File: src/rtl/wdt_unit.sv
module wdt_unit #(
  parameter int TICK_DIV  = 4,
  parameter int BASE_BITS = 4,
  parameter int ALE_DIV   = 6,
  parameter logic [7:0] CTRL_ADDR = 8'h9F,
  parameter logic [7:0] CFG_ADDR  = 8'hBF
) (
  input  logic       clk,
  input  logic       rst_n,
  input  logic [7:0] reg_addr,
  input  logic [7:0] reg_wdata,
  input  logic       reg_we,
  output logic [7:0] reg_rdata,
  output logic       wdt_rst_req,
  output logic       ale_out
);
  localparam int PRE_W = (TICK_DIV > 1) ? $clog2(TICK_DIV) : 1;
  localparam int CNT_W = BASE_BITS + 8;
  localparam int DIV_W = $clog2(ALE_DIV);
  localparam int HALF  = ALE_DIV / 2;

  logic             wdt_en, alei, wdr;
  logic [2:0]       ps;
  logic [PRE_W-1:0] pre;
  logic [CNT_W-1:0] cnt, term;
  logic [DIV_W-1:0] div;
  logic             ctrl_wr, cfg_wr, tick, restart, ovf;
  logic             unused_bits;

  assign unused_bits = ^{reg_wdata[6:5], reg_wdata[3]};

  assign ctrl_wr = reg_we && (reg_addr == CTRL_ADDR);
  assign cfg_wr  = reg_we && (reg_addr == CFG_ADDR);
  assign tick    = (pre == PRE_W'(TICK_DIV - 1));
  assign term    = CNT_W'((CNT_W'(1) << (BASE_BITS + int'(ps))) - CNT_W'(1));
  assign ovf     = wdt_en && tick && (cnt == term);
  assign restart = ctrl_wr && (reg_wdata[4] || (wdt_en && reg_wdata[2:0] != ps));

  always_ff @(posedge clk or negedge rst_n) begin
    if (!rst_n) begin
      pre <= '0;
      cnt <= '0;
    end else if (ovf || restart || !wdt_en) begin
      pre <= '0;
      cnt <= '0;
    end else begin
      pre <= tick ? '0 : pre + 1'b1;
      if (tick) cnt <= cnt + 1'b1;
    end
  end

  always_ff @(posedge clk or negedge rst_n) begin
    if (!rst_n) begin
      wdt_en      <= 1'b0;
      ps          <= '0;
      alei        <= 1'b0;
      wdr         <= 1'b0;
      wdt_rst_req <= 1'b0;
    end else begin
      wdt_rst_req <= ovf;
      if (ovf) begin
        wdt_en <= 1'b0;
        ps     <= '0;
        alei   <= 1'b0;
        wdr    <= 1'b1;
      end else begin
        if (ctrl_wr) begin
          wdt_en <= reg_wdata[7];
          ps     <= reg_wdata[2:0];
        end
        if (cfg_wr) begin
          alei <= reg_wdata[0];
          wdr  <= reg_wdata[7];
        end
      end
    end
  end

  always_comb begin
    if (reg_addr == CTRL_ADDR)     reg_rdata = {wdt_en, 4'b0000, ps};
    else if (reg_addr == CFG_ADDR) reg_rdata = {wdr, 6'b000000, alei};
    else                           reg_rdata = 8'h00;
  end

  always_ff @(posedge clk or negedge rst_n) begin
    if (!rst_n)                           div <= '0;
    else if (div == DIV_W'(ALE_DIV - 1))  div <= '0;
    else                                  div <= div + 1'b1;
  end

  assign ale_out = (div < DIV_W'(HALF)) && !alei;


  prescale_range_chk: assert property (@(posedge clk) disable iff (!rst_n)
    int'(pre) < TICK_DIV);


  idle_no_req_chk: assert property (@(posedge clk) disable iff (!rst_n)
    !wdt_en |=> !wdt_rst_req);


  req_pulse_chk: assert property (@(posedge clk) disable iff (!rst_n)
    wdt_rst_req |=> !wdt_rst_req);


  req_state_chk: assert property (@(posedge clk) disable iff (!rst_n)
    wdt_rst_req |-> (wdr && !wdt_en && !alei && ps == 3'd0));


  flag_clear_chk: assert property (@(posedge clk) disable iff (!rst_n)
    $fell(wdr) |-> $past(cfg_wr && !reg_wdata[7]));


  ale_inhibit_chk: assert property (@(posedge clk) disable iff (!rst_n)
    alei |-> !ale_out);
endmodule

File: config.mk
export PLATFORM = sky130hd
export DESIGN_NAME = wdt_unit
export DESIGN_NICKNAME = d
export VERILOG_FILES = /design/src/rtl/wdt_unit.sv
export SDC_FILE = /design/constraint.sdc
export NUM_CORES = 1
export LEC_CHECK = 0
export BUFFER_PORTS_ARGS = -buffer_cell sky130_fd_sc_hd__buf_2
export CAP_MARGIN = 0
export CELL_PAD_IN_SITES_DETAIL_PLACEMENT = 0
export CELL_PAD_IN_SITES_GLOBAL_PLACEMENT = 2
export CORE_MARGIN = 5
export CORE_UTILIZATION = 34
export CTS_BUF_LIST = sky130_fd_sc_hd__clkbuf_4 sky130_fd_sc_hd__clkbuf_8
export DETAILED_ROUTE_END_ITERATION = 8
export GPL_ROUTABILITY_DRIVEN = 0
export PLACE_DENSITY = 0.89
export SLEW_MARGIN = 20
export SYNTH_ARGS = -nofsm -noshare
export SYNTH_HDL_FRONTEND = slang
export SYNTH_SLANG_ARGS = --single-unit
File: constraint.sdc
create_clock -name clk -period 2.55 [get_ports clk]
set_input_delay 0.51 -clock clk [delete_from_list [all_inputs] [get_ports clk]]
set_output_delay 0.51 -clock clk [all_outputs]
set_load 0.005 [all_outputs]
# Word level (Yosys, flattened, before mapping)

Cells that the tools add are included.

$add $sub $neg: 5
Order comparisons: 1
Equal/unequal tests: 6
Shift operators: 1
Mux-type cells: 15
Reductions and logical operators: 15

Operators with widths:

| operator                | count |
|---|---|
| $mux W12                | 2 |
| $eq A8 B8 Y1 const B    | 2 |
| $mux W8                 | 2 |
| $add A12 B1 Y12 const B | 1 |
| $eq A12 B12 Y1          | 1 |
| $shl A1 B4 Y12 const A  | 1 |
| $sub A12 B2 Y12 const B | 1 |
| $mux W3                 | 3 |
| $logic_and A1 B1 Y1     | 7 |
| $mux W1                 | 6 |
| $reduce_bool A2 Y1      | 3 |
| $add A3 B3 Y4 const A   | 1 |
| $mux W2                 | 2 |
| $add A3 B1 Y3 const B   | 1 |
| $eq A3 B3 Y1 const B    | 1 |
| $logic_or A1 B1 Y1      | 3 |
| $lt A3 B2 Y1 const B    | 1 |
| $ne A3 B3 Y1            | 1 |
| $add A2 B1 Y2 const B   | 1 |
| $eq A2 B2 Y1 const B    | 1 |
| $logic_not A1 Y1        | 2 |

Register bits after elaboration: 24
Input port bits: 19
Output and inout bits: 10
Logic and storage cells: 51

# Depth between registers and ports, before layout

Gate-level depths: netlist of the first run.

Word-level depth: 8
Depth in mapped cells: 7
Depth with buffers taken out: 6

# Worst setup path after synthesis of the first run

Ideal clock, no wire load.

Path type: input-to-reg
From: input port reg_addr[6]
To: register cnt[4]
Setup time: 0.143 ns
Arrival: 1.945 ns
Data required time: 2.407 ns
Slack: 0.462 ns
Stages: 5
Path buffers: 1
Cells stage by stage: and4b_1 > nand4_1 > o41ai_1 > buf_2 > nor3_1

Cells in the longest elaborated chain, start to end: 6
Elaborated cells between the ends (all ways): 7
Classes of those cells: 1 x eq/ne; 1 x mux; 5 x reduce/logical

Ends and longest elaborated chain:

| element                                               | RTL line | source |
|---|---|---|
| start, declared                                       | 10       | `input logic [7:0] reg_addr,` |
| $eq A8 B8 Y1 (*)                                      | 32       | `assign ctrl_wr = reg_we && (reg_addr == CTRL_ADDR);` |
| $logic_and A1 B1 Y1 (*)                               | 32       |  |
| $logic_and A1 B1 Y1 (*)                               | 37       | `assign restart = ctrl_wr && (reg_wdata[4] \|\| (wdt_en && reg_wdata[2:0] != ps));` |
| $logic_or A1 B1 Y1 (*) (2 in a row)                   | 43       | `end else if (ovf \|\| restart \|\| !wdt_en) begin` |
| $mux W12 / $reduce_bool A2 Y1 (equally long branches) | n/a      |  |
| end signal, assigned                                  | 48       | `if (tick) cnt <= cnt + 1'b1;` |
| end, declared                                         | 25       | `logic [CNT_W-1:0] cnt, term;` |

Every way passes the cells marked *; elsewhere a longest branch is shown, timed or not.
A chain may end at the register's enable or synchronous reset.

# Worst setup path after layout of the first run

From: register ps[0]
To: register cnt[11]

Cells in the longest elaborated chain, start to end: 8
Elaborated cells between the ends (all ways): 13
Classes of those cells: 2 x add/sub; 2 x eq/ne; 1 x shift; 1 x mux; 7 x reduce/logical

Ends and longest elaborated chain:

| element                                               | RTL line | source |
|---|---|---|
| start, declared                                       | 23       | `logic [2:0] ps;` |
| start signal, assigned                                | 69       | `ps <= reg_wdata[2:0];` |
| $add A3 B3 Y4                                         | 35       | `assign term = CNT_W'((CNT_W'(1) << (BASE_BITS + int'(ps))) - CNT_W'(1));` |
| $shl A1 B4 Y12                                        | 35       |  |
| $sub A12 B2 Y12                                       | 35       |  |
| $eq A12 B12 Y1                                        | 36       | `assign ovf = wdt_en && tick && (cnt == term);` |
| $logic_and A1 B1 Y1                                   | 36       |  |
| $logic_or A1 B1 Y1 (*) (2 in a row)                   | 43       |  |
| $mux W12 / $reduce_bool A2 Y1 (equally long branches) | n/a      |  |

Marks and branches as above.

==> metrics.txt, run 1 <==
# Post-CTS Setup Buffers=0; post-DP HPWL=2120 um; Synth top area share=43.5%; Synth Register Bits=24; Worst slew margin=63.3%; CTS Hold Buffers Added=0; die area=5430 sq um; Tot GR Track Use=10.8%; Antenna Cells=0; FP Rows=23; port bufs=21; worst min path class=input port to asynchronous set/reset pin; Place WS=0.397 ns; # Max-Cap Violations=0; cts repair resizes=0; initial antenna violation count=0; Fmax=464 MHz; Worst Setup Slack, final=0.396 ns; vias in the first global route=1055; effective utilization at floorplan=34.8%; core footprint=3970 sq um; Max Fanout on Critical Path=13; Mapped Cells=144; clk_skew=0.00608 ns; RSZ-0062 raised after global routing=no; Fillers=401; max incr delay on CP=0.53 ns; Area contributors post-synth=dfrtp_1 44%, mux2i_1 5.8%, nor3_1 5.8%; Top FF cell, synth=dfrtp_1; sequential fraction of the synthesis area=43.5%; measured slew at the worst slew-check pin=0.551 ns; critical path type=flop to flop; Leak=0.683 nW; first-pass GRT wire length=4680 um; CTS Sinks=24; final hold violation count=0; Synth area leader=dfrtp_1; peak supply drop=0.000242 V; wire per inst=13.0 um; hold slack=0.224 ns; H-tree levels=1; Required @ worst endpoint=2.69 ns; die span in y=73.7 um; drt first pass iters=4; crit path cell chain=or4_1 > o22ai_1 > nor2_1 > nor4_4 > buf_4 > a211oi_1; DRC viols=0; clk buf depth=2; yosys warns=0; asr flop ratio synth=100%; DRT iter0 DRCs=59; total negative slack=0 ns; cell area after synthesis=1380 sq um; number of library cell types mapped by synthesis=34; max-slew violation count=0; status=completed; final setup vio count=0; CP Capture Type=flop; area growth from synthesis to layout=14.9%; syn avg cell area=9.58 sq um; Routed Antenna Nets=0; power per standard cell area=488 nW/um^2; clock root buffer=clkbuf_8; synth cell count leaders=24 x dfrtp_1, 16 x nor3_1, 14 x nor2_1; Seq. cell area=601 sq um; total CTS buffers=3; min Tclk post-route=2.15 ns; area occupied by multi-input gates=712 sq um; die span in x=73.7 um; CP max-delay cell=or4_1; Worst setup SP type=flop; Tcrit/Tclk final=84.5%; fin nets=186; CTS tree=built; most common cell in the synthesized netlist=dfrtp_1; total grt overflow=0; Worst-path clk slew=0.08 ns; drt total wl=2780 um; fraction of layout cells with a size suffix above 1=18.9%; number of flops mapped to enable cells by yosys=0; vias=1067; largest net degree at the start of global routing=25; Arr. time, crit path=2.29 ns; worst skew pair latency=0.26 ns; vias per cell=4.99; IO Pins=29
## critical path, delay by kind of cell, from the launching register on
kind | cells | cell delay [ns]
and+or+nand+nor | 3 | 1.05
DFF | 1 | 0.50
buffers and inverters | 1 | 0.27
AOI/OAI and AO/OA | 2 | 0.21
## layout make-up
class / instances / area share, %
timing repair buffer: 24 / 8.05
clock inverter: 1 / 1.89
multi-input combinational: 109 / 44.9
tap: 50 / 3.95
sequential: 24 / 37.9
clock buffer: 3 / 2.60
inverter: 3 / 0.710
## state kept, by name (all words and copies together) (netlist names)
register / count
wdt_rst_req: 1
alei: 1
pre: 2
wdt_en: 1
cnt: 12
div: 3
ps: 3
wdr: 1
## power breakdown
| part | internal [mW] | switching (mW) | total (mW) |
|---|---|---|---|
| combinational | 0.0242 | 0.0316 | 0.0558 |
| sequential | 0.385 | 0.0101 | 0.395 |
| clock | 0.209 | 0.112 | 0.322 |
## placed cells by master, fill, tap and decap left out, drive strengths merged, types with 3 or more instances in the layout
master / n
xnor2: 7
nor4: 4
nor2: 14
mux2i: 8
clkbuf: 3
nand2: 12
conb: 4
inv: 3
nand3: 5
nor3b: 4
buf: 24
nand4: 3
a211oi: 3
nor3: 16
xor2: 7
dfrtp: 24
o21ai: 3
## through the flow
step	util (%)	instances	cell area (sq um)	power, mW
detailed placement	38.1	210	1510	0.460
finish	39.9	214	1590	0.773
floorplan	-	147	1390	0.438
CTS	39.9	214	1590	0.787
global placement	38.1	210	1510	0.458
global route	39.9	214	1590	0.816
## logic make-up (layout without fill, tap and decap cells)
kind of cell,after synthesis,after routing,share of synthesized area (%)
flops,24,24,43.5
simple gates,68,68,26.7
compound gates,13,13,6.71
mux,8,8,5.80
other cells,1,4,0.272
fa+ha+maj,2,2,1.81
xor+xnor,14,14,8.89
buf+inv,14,31,6.26
## path summary, 6_finish.rpt
check	startpoint	endpoint	slack, ns	cells after the start
setup reg to reg	ps[0]	cnt[11]	0.40	6
setup / recovery	ps[0]	cnt[11]	0.40	6
max in group asynchronous	rst_n	cnt[11]	1.95	1
hold / removal	rst_n	div[1]	0.22	1
hold reg to reg	pre[0]	pre[0]	0.44	1
min in group clk	pre[0]	pre[0]	0.44	1
## metal layers
metal  up-vias  track usage (%)  wire [um]
met1       502             12.9       1250
li1        542                -          -
met4         0             3.42         17
met2        21             19.3       1340
met5         -                0          0
met3         2             2.33        172
No activity file was read; power rests on OpenSTA's default activity.
==> run 2, diff against run 1 <==
Settings changed: CORE_UTILIZATION 34 to 31, PLACE_DENSITY 0.89 to 0.85.
Clock period 2.55 ns to 1.8 ns, I/O delays scaled along.
==> metrics.txt, run 2 (synthesis gave the netlist of run 1 again) <==
vias=1136; Clock Power Share=35.2%; drt first pass iters=4; total grt overflow=0; Max Fanout on Critical Path=6; vias per cell=4.92; final hold violation count=0; wire per inst=12.9 um; Place WS=-0.00593 ns; worst skew pair latency=0.27 ns; initial antenna violation count=0; Combinational Power Share=10.6%; clk buf depth=2; core footprint=4320 sq um; clk_skew=0.00545 ns; fin nets=201; Core Util, Final=40.1%; port bufs=21; Worst Reg-to-Reg Cells=6; Final Power=1.02 mW; top flop regs=cnt (12), div (3), ps (3); first-pass GRT wire length=5190 um; Antenna Cells=0; drt total wl=2980 um; Worst setup SP type=flop; R2R Setup Slk=0.06 ns; dpl cells=227; die span in x=76.7 um; Fillers=446; Arr. time, crit path=1.88 ns; Int Power=0.792 mW; CTS tree=built; power per standard cell area=590 nW/um^2; IO Pins=29; final setup vio count=0; CTS Sinks=24; Worst-path clk slew=0.08 ns; Fmax=576 MHz; non-filler cells, final=231; post-DP HPWL=2300 um; sw power=0.231 mW; measured slew at the worst slew-check pin=0.516 ns; max-slew violation count=0; Worst Setup Slack, final=0.0650 ns; effective utilization at floorplan=31.9%; min Tclk post-route=1.74 ns; worst min path class=input port to asynchronous set/reset pin; DRC viols=0; total CTS buffers=3; r2r startpoint=cnt[4]; Seq pwr share=54.3%; fraction of layout cells with a size suffix above 1=31.8%; DRT iter0 DRCs=31; Tot GR Track Use=10.5%; die span in y=76.7 um; worst flop-to-flop path endpoint=cnt[11]; Leak=0.758 nW; clock root buffer=clkbuf_8; RSZ-0062 raised after global routing=yes; hold slack=0.0585 ns; # Max-Cap Violations=0; H-tree levels=1; most flop-heavy register=cnt; # Post-CTS Setup Buffers=0; commonest non-fill, non-tap cell in the layout=dfrtp_1; Routed Antenna Nets=0; critical path type=flop to flop; most frequent cells in the layout=23 x dfrtp_1, 21 x buf_2, 17 x buf_4; FP Rows=24; Required @ worst endpoint=1.95 ns; peak supply drop=0.000262 V; max reg flops=12; Tcrit/Tclk final=96.4%; Worst slew margin=65.6%; largest net degree at the start of global routing=25; vias in the first global route=1189; area growth from synthesis to layout=25.7%; die area=5890 sq um; status=completed; switching portion of total power=22.6%; CP Capture Type=flop
==> run 2: layout make-up <==
| type | count | area, sq um | area share (%) |
|---|---|---|---|
| inverter | 3 | 11.3 | 0.649 |
| tap | 52 | 65.1 | 3.75 |
| multi-input combinational | 109 | 757 | 43.7 |
| timing repair buffer | 39 | 244 | 14.1 |
| sequential | 24 | 602 | 34.7 |
| clock buffer | 4 | 55.1 | 3.17 |
==> run 2: what timing repair did <==
item,4_1_cts,5_1_grt
pin swaps,1,3
hold buffers,0,0
setup endpoints to repair,15,18
hold endpoints to repair,0,0
resized for setup,0,12
==> run 2: through the flow <==
step / TNS, ns / area, sq um
floorplan: -0.500 / 1400
global placement: 0 / 1630
detailed placement: -0.00945 / 1630
CTS: 0 / 1680
global route: -0.181 / 1730
finish: 0 / 1730
==> run 2: how the worst max path moves through the flow <==
stage | start | endpoint | cells after the start
6_report | cnt[4] | cnt[11] | 6
5_1_grt | ps[0] | cnt[2] | 6
4_1_cts | ps[2] | cnt[2] | 6
3_5_place_dp | ps[0] | cnt[2] | 6
3_3_place_gp | ps[0] | cnt[11] | 6
2_1_floorplan | ps[0] | cnt[10] | 7
==> run 2: critical path, cell delays in order, from the launching register on <==
cell      delay (ns)
dfrtp_1         0.40
or4_4           0.54
o22ai_2         0.14
nor2_2          0.07
nor4_4          0.20
buf_4           0.20
a211oi_1        0.05
==> run 2: metal layers <==
layer / GRT usage (%) / vias up / share of wire [%]
li1: - / 574 / -
met1: 12.7 / 543 / 44
met2: 18.1 / 15 / 52
met3: 1.29 / 4 / 3.2
met4: 5.07 / 0 / 1.5
met5: 0 / - / 0
==> run 2: power groups by stage <==
stage	combinational, mW	clock [mW]	sequential, mW
floorplan	0.0608	0	0.562
global placement	0.0958	0	0.565
detailed placement	0.0983	0	0.565
CTS	0.0985	0.374	0.554
global route	0.122	0.394	0.556
finish	0.108	0.360	0.555
